### src/rtl/shb_pkg.sv
package shb_pkg;

  typedef enum logic [1:0] {
    SEL_NONE  = 2'd0,
    SEL_FLASH = 2'd1,
    SEL_RAM   = 2'd2,
    SEL_CLASH = 2'd3
  } bank_sel_e;

  // RAM needs its low-active and high-active enables both asserted
  function automatic logic ram_requested(input logic en1_n, input logic en2);
    return (!en1_n) && en2;
  endfunction

  function automatic logic flash_requested(input logic en_n);
    return !en_n;
  endfunction

  function automatic bank_sel_e pick_bank(input logic fl_req, input logic ram_req);
    bank_sel_e s;
    case ({fl_req, ram_req})
      2'b10:   s = SEL_FLASH;
      2'b01:   s = SEL_RAM;
      2'b11:   s = SEL_CLASH;
      default: s = SEL_NONE;
    endcase
    return s;
  endfunction

  // read strobe only counts when no write is underway
  function automatic logic read_strobe(input logic oe_n, input logic we_n);
    return (!oe_n) && we_n;
  endfunction

  function automatic logic write_strobe(input logic we_n);
    return !we_n;
  endfunction

endpackage

### src/rtl/shb_bank_decode.sv
module shb_bank_decode
  import shb_pkg::*;
(
  input  logic      fl_en_n,
  input  logic      ram_en1_n,
  input  logic      ram_en2,
  input  logic      oe_n,
  input  logic      we_n,
  output bank_sel_e sel,
  output logic      fl_rd,
  output logic      fl_wr,
  output logic      ram_rd,
  output logic      ram_wr,
  output logic      clash,
  output logic      idle
);

  logic fl_req;
  logic ram_req;
  logic rd_stb;
  logic wr_stb;

  always_comb begin
    fl_req  = flash_requested(fl_en_n);
    ram_req = ram_requested(ram_en1_n, ram_en2);
    sel     = pick_bank(fl_req, ram_req);
    rd_stb  = read_strobe(oe_n, we_n);
    wr_stb  = write_strobe(we_n);
    fl_rd   = (sel == SEL_FLASH) && rd_stb;
    fl_wr   = (sel == SEL_FLASH) && wr_stb;
    ram_rd  = (sel == SEL_RAM) && rd_stb;
    ram_wr  = (sel == SEL_RAM) && wr_stb;
    clash   = (sel == SEL_CLASH);
    idle    = (sel == SEL_NONE);
  end

  // write strobe wins over a simultaneous read strobe
  always_comb begin
    if (!we_n && !oe_n) begin
      assert_write_wins_R6: assert (!fl_rd && !ram_rd);
    end
  end

  // a clash leaves both banks without any enable
  always_comb begin
    if (!fl_en_n && !ram_en1_n && ram_en2) begin
      assert_clash_quiet_R4: assert (!fl_rd && !fl_wr && !ram_rd && !ram_wr);
    end
  end

  // RAM enables need the opposite-polarity pair
  always_comb begin
    if (ram_en1_n || !ram_en2) begin
      assert_ram_pair_R2: assert (!ram_rd && !ram_wr);
    end
  end

endmodule

### src/rtl/shb_lane_gate.sv
module shb_lane_gate #(
  parameter int LANES = 2
) (
  input  logic             fl_rd,
  input  logic             ram_rd,
  input  logic             ram_wr,
  input  logic [LANES-1:0] byte_n,
  output logic [LANES-1:0] lane_rd,
  output logic [LANES-1:0] lane_wr,
  output logic [LANES-1:0] bus_oe
);

  for (genvar i = 0; i < LANES; i++) begin : g_lane
    logic lane_on;
    assign lane_on    = !byte_n[i];
    assign lane_rd[i] = ram_rd && lane_on;
    assign lane_wr[i] = ram_wr && lane_on;
    // flash always uses the whole word; RAM only the enabled lanes
    assign bus_oe[i]  = fl_rd || lane_rd[i];

    always_comb begin
      if (byte_n[i] && !fl_rd) begin
        assert_lane_gated_R7: assert (!bus_oe[i] && !lane_wr[i]);
      end
    end
  end

endmodule

### src/rtl/shb_status_flags.sv
module shb_status_flags (
  input  logic clk,
  input  logic rst_n,
  input  logic clash,
  input  logic idle,
  output logic standby,
  output logic contention
);

  logic standby_q;
  logic contention_q;

  always_ff @(posedge clk or negedge rst_n) begin
    if (!rst_n) begin
      standby_q    <= 1'b0;
      contention_q <= 1'b0;
    end else begin
      standby_q    <= idle;
      contention_q <= contention_q | clash;
    end
  end

  assign standby    = standby_q;
  assign contention = contention_q;

  assert_clash_sets_R5: assert property (@(posedge clk) disable iff (!rst_n)
    clash |=> contention);

  assert_flag_sticky_R5: assert property (@(posedge clk) disable iff (!rst_n)
    contention |=> contention);

  assert_standby_follows_R3: assert property (@(posedge clk) disable iff (!rst_n)
    idle |=> standby);

  assert_standby_drops_R3: assert property (@(posedge clk) disable iff (!rst_n)
    !idle |=> !standby);

endmodule

### src/rtl/shb_bank_selector.sv
module shb_bank_selector
  import shb_pkg::*;
#(
  parameter int ADDR_W     = 20,
  parameter int RAM_ADDR_W = 19,
  parameter int DATA_W     = 16,
  parameter int LANE_W     = 8
) (
  input  logic                      clk,
  input  logic                      rst_n,
  input  logic                      fl_en_n,
  input  logic                      ram_en1_n,
  input  logic                      ram_en2,
  input  logic                      oe_n,
  input  logic                      we_n,
  input  logic [DATA_W/LANE_W-1:0]  ram_byte_n,
  input  logic [ADDR_W-1:0]         addr,
  output logic                      fl_rd,
  output logic                      fl_wr,
  output logic                      ram_rd,
  output logic                      ram_wr,
  output logic [DATA_W/LANE_W-1:0]  ram_lane_rd,
  output logic [DATA_W/LANE_W-1:0]  ram_lane_wr,
  output logic [DATA_W/LANE_W-1:0]  bus_oe,
  output logic [ADDR_W-1:0]         fl_addr,
  output logic [RAM_ADDR_W-1:0]     ram_addr,
  output logic                      standby,
  output logic                      contention
);

  localparam int LANES = DATA_W / LANE_W;

  bank_sel_e sel;
  logic      clash;
  logic      idle;

  shb_bank_decode u_decode (
    .fl_en_n   (fl_en_n),
    .ram_en1_n (ram_en1_n),
    .ram_en2   (ram_en2),
    .oe_n      (oe_n),
    .we_n      (we_n),
    .sel       (sel),
    .fl_rd     (fl_rd),
    .fl_wr     (fl_wr),
    .ram_rd    (ram_rd),
    .ram_wr    (ram_wr),
    .clash     (clash),
    .idle      (idle)
  );

  shb_lane_gate #(.LANES(LANES)) u_lanes (
    .fl_rd   (fl_rd),
    .ram_rd  (ram_rd),
    .ram_wr  (ram_wr),
    .byte_n  (ram_byte_n),
    .lane_rd (ram_lane_rd),
    .lane_wr (ram_lane_wr),
    .bus_oe  (bus_oe)
  );

  shb_status_flags u_flags (
    .clk        (clk),
    .rst_n      (rst_n),
    .clash      (clash),
    .idle       (idle),
    .standby    (standby),
    .contention (contention)
  );

  // RAM lives in the lowest region: drop the upper address bits
  assign fl_addr  = addr;
  assign ram_addr = addr[RAM_ADDR_W-1:0];

  // the two banks never both hold an enable
  assert_one_bank_R4: assert property (@(posedge clk) disable iff (!rst_n)
    !((fl_rd || fl_wr) && (ram_rd || ram_wr)));

  // no drivers while the output enable is released
  assert_bus_quiet_R8: assert property (@(posedge clk) disable iff (!rst_n)
    oe_n |-> (bus_oe == '0));

  // selection code is consistent with the enables it produced
  assert_sel_flash_R1: assert property (@(posedge clk) disable iff (!rst_n)
    (fl_rd || fl_wr) |-> (sel == SEL_FLASH) && !idle);

endmodule

### config.mk
export PLATFORM = sky130hd
export DESIGN_NAME = shb_bank_selector
export DESIGN_NICKNAME = d
export VERILOG_FILES = /design/src/rtl/shb_pkg.sv /design/src/rtl/shb_bank_decode.sv /design/src/rtl/shb_lane_gate.sv /design/src/rtl/shb_status_flags.sv /design/src/rtl/shb_bank_selector.sv
export SDC_FILE = /design/constraint.sdc
export NUM_CORES = 1
export LEC_CHECK = 0
export BUFFER_PORTS_ARGS = -buffer_cell sky130_fd_sc_hd__buf_2
export CORE_UTILIZATION = 28
export CTS_CLUSTER_DIAMETER = 120
export CTS_CLUSTER_SIZE = 40
export DETAILED_ROUTE_END_ITERATION = 12
export PLACE_DENSITY = 0.83
export SLEW_MARGIN = 30
export SYNTH_ARGS = -nofsm -noshare
export SYNTH_HDL_FRONTEND = slang
export SYNTH_HIERARCHICAL = 1
export SYNTH_SLANG_ARGS = --single-unit
### constraint.sdc
create_clock -name clk -period 1.81 [get_ports clk]
set_clock_uncertainty 0.2 [all_clocks]
set_input_delay 0.362 -clock clk [delete_from_list [all_inputs] [get_ports clk]]
set_output_delay 0.362 -clock clk [all_outputs]
set_load 0.005 [all_outputs]
==> flow_summary_export.csv, run 1 <==
group,metric,value,unit
run_status,status,"finished clean",
die,initial_core_util,30.4,%
cells_and_area,final_core_util,21.8,%
timing,period_needed,1.72,ns
routing,vias_per_cell,4.00,
place,io_buffer_count,20,
timing,rsz0062_at_grt,"true",
global_routing,grt_pass1_vias,231,
power,p_int,0.141,mW
flow_run,cap_violations,0,
cells_and_area,most-common-layout-cells,"buf_2 (19), clkbuf_4 (3), nor2b_4 (3), or2_1 (3)",
power,swShare,22.7,%
cells_and_area,syn_to_final_growth,-28.4,%
synth,syn-num-nets,87,
die,die_w,42.7,µm
setup_path,crit_type,"in2out",
die,rows,14,
cells_and_area,finalNonFillerCells,59,
routing,dr.pass1.iters,2,
synth,seq_area_frac_synth,10.8,%
routing,vias,236,
cells_and_area,drive_gt1_share,62.8,%
timing,slew_headroom,81.2,%
routing,drc,0,
setup_path,end_kind,"primary output",
global_routing,grt_overflow,0,
clock_network,cts_sinks,2,
setup_path,cp-start-kind,"input pin",
clock_network,clock_latency,0.22,ns
clock_network,cts_tree,"yes",
global_routing,grt_max_degree,5,
global_routing,grt_use_total,6.99,%
timing,finalSetupViolations,0,
timing,final_max_slew_viol_count,0,
power,ir_worst_vdd,97.5,µV
power,p_comb_share,20.3,%
timing,worstMarginPinSlew,0.280,ns
timing,fmax,0.580,GHz
clock_network,cts-root-buf,"clkbuf_4",
routing,wl_per_cell,11.1,µm
place,hpwl,528,µm
power,total_power,0.182,mW
power,seqPwrFrac,25.8,%
power,powerDensity,548,mW/mm²
synth,yosysWarnings,6,
global_routing,antenna_found_initial,0,
routing,first_iter_violations,1,
cells_and_area,diodes,0,
timing,period_share,95.2,%
power,power.switching,0.0412,mW
cells_and_area,nNetsFinal,74,
min_path,hold_depth,3,
die,design.core.area,0.00152,mm²
die,fp.dieH,42.7,µm
clock_network,cts.clk_slew.worst_paths,0.03,ns
global_routing,grt_pass1_wl,910,µm
cells_and_area,final_common_cell,"buf_2",
setup_path,r2r.worst_path.cells,1,
place,place_congestion,0.566,
synth,syn_area,463,µm²
synth,ys_seq_elements,2,
routing,wl,655,µm
place,placed_cells,55,
power,p_leak,0.188,nW
power,clkPwrFrac,54.0,%
setup_path,crit_required,1.25,ns
timing,hold_viol,0,
timing,tns,0,ns
setup_path,worstPathArrival,1.16,ns
clock_network,cts_made_buffers,3,
cells_and_area,fillers,165,
synth,syn_inst,58,
clock_network,clockBufferDepth,2,
routing,antenna_left,0,
die,fp.dieArea,0.00182,mm²
clock_network,cts_max_level,1,
min_path,min_path_type,"in2reg",
synth,synth_cell_types,11,
setup_path,critPathMaxFanout,3,
synth,synth.avg_cell_area,7.98,µm²
die,io_pins,80,
worst paths after layout:
check	startpoint	to	slack (ns)
worst min register to register	u_flags/contention$_DFF_PN0_	u_flags/contention$_DFF_PN0_	0.26
worst max register to register	u_flags/contention$_DFF_PN0_	u_flags/contention$_DFF_PN0_	0.93
worst min-delay path	ram_en1_n	u_flags/standby$_DFF_PN0_	0.17
max in group asynchronous	rst_n	u_flags/standby$_DFF_PN0_	1.05
worst max-delay path	ram_en1_n	bus_oe[1]	0.09
min in group asynchronous	rst_n	u_flags/contention$_DFF_PN0_	0.26
stage by stage:
step           instance area, µm²  setup WS (ns)  hold slack [ns]
2_1_floorplan                 463          0.268           -0.134
4_1_cts                       323         0.0372            0.188
5_1_grt                       332       -0.00409            0.173
3_5_place_dp                  290         0.0391          -0.0527
3_3_place_gp                  290         0.0800          -0.0546
6_report                      332         0.0865            0.168
cell families after synthesis:
kind of cell / Yosys count / synth area share, %
buffers and inverters: 40 / 64.1
and+or+nand+nor: 16 / 25.1
DFF: 2 / 10.8
synth_stat cells:
cell type / n / area, µm²
dfrtp_1: 2 / 50.1
nand3b_1: 1 / 7.51
inv_1: 1 / 3.75
and2b_1: 2 / 15.0
or2_1: 3 / 18.8
nor2b_4: 3 / 41.3
nand2b_1: 1 / 6.26
and2_1: 1 / 6.26
nor2_1: 3 / 11.3
buf_4: 39 / 293
nor3_1: 2 / 10.0
flip-flops by register name (all words and copies together) (netlist names):
signal / cells
u_flags/contention: 1
u_flags/standby: 1
metal layers:
layer	track usage [%]	vias to the layer above	wire length (µm)
met3	5.11	5	118
li1	-	108	-
met2	10.6	19	376
met4	10.6	0	9
met1	4.11	104	151
met5	0	-	0
layout make-up:
type,instances,area [µm²],area share [%]
multi-input combinational,16,119,35.8
timing repair buffer,21,116,35.1
sequential,2,50.0,15.1
clock buffer,3,22.5,6.79
tap,16,20.0,6.04
inverter,1,3.75,1.13
worst max-delay path, stage by stage:
cell and delay [ns]:
buf_6 0.10, nand3b_1 0.18, nor2_2 0.17, nor2b_4 0.16, or2_1 0.09, buf_2 0.10
power groups by stage:
stage | clock network [mW] | registers (mW) | logic [mW]
global placement | 0 | 0.0473 | 0.0324
global route | 0.108 | 0.0470 | 0.0403
floorplan | 0 | 0.0476 | 0.0825
finish | 0.0981 | 0.0468 | 0.0369
detailed placement | 0 | 0.0474 | 0.0336
CTS | 0.106 | 0.0469 | 0.0353
what timing repair did:
action	CTS	global route
endpoints found under the hold margin	2	0
hold buffers	1	0
setup endpoints to repair	0	2
resized for setup	0	3
setup buffers	0	0
(Power assumes the default switching activity.)
==> run 2, diff against run 1 <==
--- a/config.mk
+++ b/config.mk
@@ -6,10 +6,12 @@
 export NUM_CORES = 1
 export LEC_CHECK = 0
 export BUFFER_PORTS_ARGS = -buffer_cell sky130_fd_sc_hd__buf_2
+export CORE_ASPECT_RATIO = 0.8
 export CORE_UTILIZATION = 28
 export CTS_CLUSTER_DIAMETER = 120
 export CTS_CLUSTER_SIZE = 40
 export DETAILED_ROUTE_END_ITERATION = 12
+export GPL_TIMING_DRIVEN = 0
 export PLACE_DENSITY = 0.83
 export SLEW_MARGIN = 30
 export SYNTH_ARGS = -nofsm -noshare
==> run 2 against run 1 <==
First-iteration DRC count rose to 10 times the previous value. Sequential share of layout area down 9.1 points. Clock power down 4.6%. Core utilization up 35 points. Sequential cell count unchanged. Non-clock buffer count up 79. Sequential power about the same. Worst setup slack better by 0.0037 ns. Design area rose to 2.5 times the previous value. Cell count up 140%. Die area about the same.
==> flow_summary_export.csv, run 2 (synthesized netlist as in run 1, its figures left out) <==
group,metric,value,unit
routing,vias_per_cell,3.65,
die,design.core.area,0.00147,mm²
clock_network,cts_max_level,1,
routing,wl,1210,µm
power,clkPwrFrac,32.2,%
timing,period_needed,1.72,ns
setup_path,r2r_end,"u_flags/contention$_DFF_PN0_",
timing,period_share,95.0,%
min_path,min_to,"u_flags/standby$_DFF_PN0_",
cells_and_area,syn_to_final_growth,80.8,%
die,die_w,47.5,µm
die,initial_core_util,31.5,%
routing,first_iter_violations,10,
timing,rsz0062_at_grt,"false",
cells_and_area,drive_gt1_share,86.9,%
setup_path,critPathMaxStageDelay,0.19,ns
timing,fmax,0.581,GHz
cells_and_area,most-common-layout-cells,"buf_2 (58), buf_4 (40), clkbuf_4 (3), nor2b_4 (3), or2_1 (3)",
cells_and_area,final_common_cell,"buf_2",
global_routing,grt_max_degree,5,
clock_network,clock_latency,0.22,ns
min_path,min_path_type,"in2reg",
run_status,status,"finished clean",
setup_path,cp_cell_sequence,"buf_8 > nand3b_1 > nor2_2 > nor2b_4 > or2_1 > buf_2",
global_routing,grt_overflow,0,
cells_and_area,fillers,156,
clock_network,clockBufferDepth,2,
cells_and_area,nNetsFinal,153,
place,place_congestion,0.679,
power,ir_worst_vdd,272,µV
cells_and_area,diodes,0,
clock_network,cts_sinks,2,
timing,tns,0,ns
routing,vias,522,
setup_path,crit_path_top_delay_cell,"nand3b_1",
timing,worstMarginPinSlew,0.258,ns
global_routing,grt_use_total,10.6,%
die,rows,12,
place,io_buffer_count,59,
power,seqPwrFrac,16.1,%
setup_path,crit_type,"in2out",
die,fp.dieH,38.4,µm
place,hpwl,1050,µm
setup_path,r2r_slack,0.93,ns
global_routing,grt_pass1_vias,418,
clock_network,cts.clk_slew.worst_paths,0.03,ns
timing,finalSetupViolations,0,
power,power.switching,0.0677,mW
timing,final_max_slew_viol_count,0,
setup_path,end_kind,"primary output",
setup_path,worstPathArrival,1.16,ns
setup_path,critPathMaxFanout,3,
power,p_comb_share,51.7,%
routing,dr.pass1.iters,4,
power,p_leak,0.535,nW
flow_run,cap_violations,0,
global_routing,grt_pass1_wl,1430,µm
setup_path,cp-start-kind,"input pin",
min_path,hold_depth,3,
die,io_pins,80,
timing,slew_headroom,82.6,%
timing,whs,0.210,ns
setup_path,r2r-start,"u_flags/contention$_DFF_PN0_",
clock_network,cts_made_buffers,3,
setup_path,r2r.worst_path.cells,1,
clock_network,cts-root-buf,"clkbuf_4",
power,swShare,23.3,%
timing,hold_viol,0,
routing,drc,0,
routing,antenna_left,0,
setup_path,crit_required,1.25,ns
min_path,hp-start,"fl_en_n",
global_routing,antenna_found_initial,0,
clock_network,cts_tree,"yes",
power,p_int,0.223,mW
routing,wl_per_cell,8.46,µm
die,fp.dieArea,0.00182,mm²
power,powerDensity,348,mW/mm²
-- run 2: changes by cell type in the layout (fill, tap and decap cells not counted) --
cell   previous run  this run
buf_4             0        40
buf_2            19        58
buf_6             1         0
buf_8             0         1
-- run 2: final cells by class --
cell class	count	area, µm²	area share [%]
timing repair buffer	61	323	38.6
buffer	39	293	35.0
multi-input combinational	16	119	14.2
sequential	2	50.0	5.98
tap	21	26.3	3.14
clock buffer	3	22.5	2.69
inverter	1	3.75	0.448
-- run 2: per-layer routing --
layer | track usage [%] | share of wire [%]
met4 | 4.29 | 0
met2 | 22.3 | 64
met5 | 0 | 0
met3 | 1.42 | 5.0
met1 | 9.89 | 31
-- run 2: worst max-delay path by stage --
stage,startpoint,end,cells after the start
floorplan,ram_en1_n,bus_oe[0],4
global placement,ram_en1_n,bus_oe[1],6
detailed placement,ram_en1_n,bus_oe[0],6
CTS,ram_en1_n,bus_oe[0],6
global route,ram_en1_n,bus_oe[0],6
finish,ram_en1_n,bus_oe[0],6
-- run 2: through the flow --
step,worst slack [ns],power [mW],cell area [µm²],utilization (%),instances
6_report,0.0902,0.291,837,56.9,143
5_1_grt,0.00903,0.318,837,56.9,143
4_1_cts,0.0541,0.294,817,55.5,142
3_5_place_dp,0.0560,0.193,785,53.3,138
3_3_place_gp,0.0814,0.190,785,53.3,138
2_1_floorplan,0.268,0.130,463,-,58
-- run 2: worst max-delay path: cells and delay by family --
| kind | cells | cell delay, ns |
|---|---|---|
| and+or+nand+nor | 4 | 0.60 |
| buffers and inverters | 2 | 0.19 |
-- run 2: what timing repair did --
| item | in CTS | in global routing |
|---|---|---|
| buffers inserted | 0 | 1 |
| hold buffers | 1 | 0 |
| endpoints found under the hold margin | 2 | 0 |
| endpoints found under the setup margin | 0 | 2 |
| gates resized for setup | 0 | 3 |
-- run 2: power by group through the flow --
stage | Sequential [mW] | Clock, mW | Combinational, mW
floorplan | 0.0476 | 0 | 0.0825
global placement | 0.0473 | 0 | 0.143
detailed placement | 0.0473 | 0 | 0.145
CTS | 0.0468 | 0.0995 | 0.147
global route | 0.0470 | 0.106 | 0.165
finish | 0.0468 | 0.0936 | 0.151
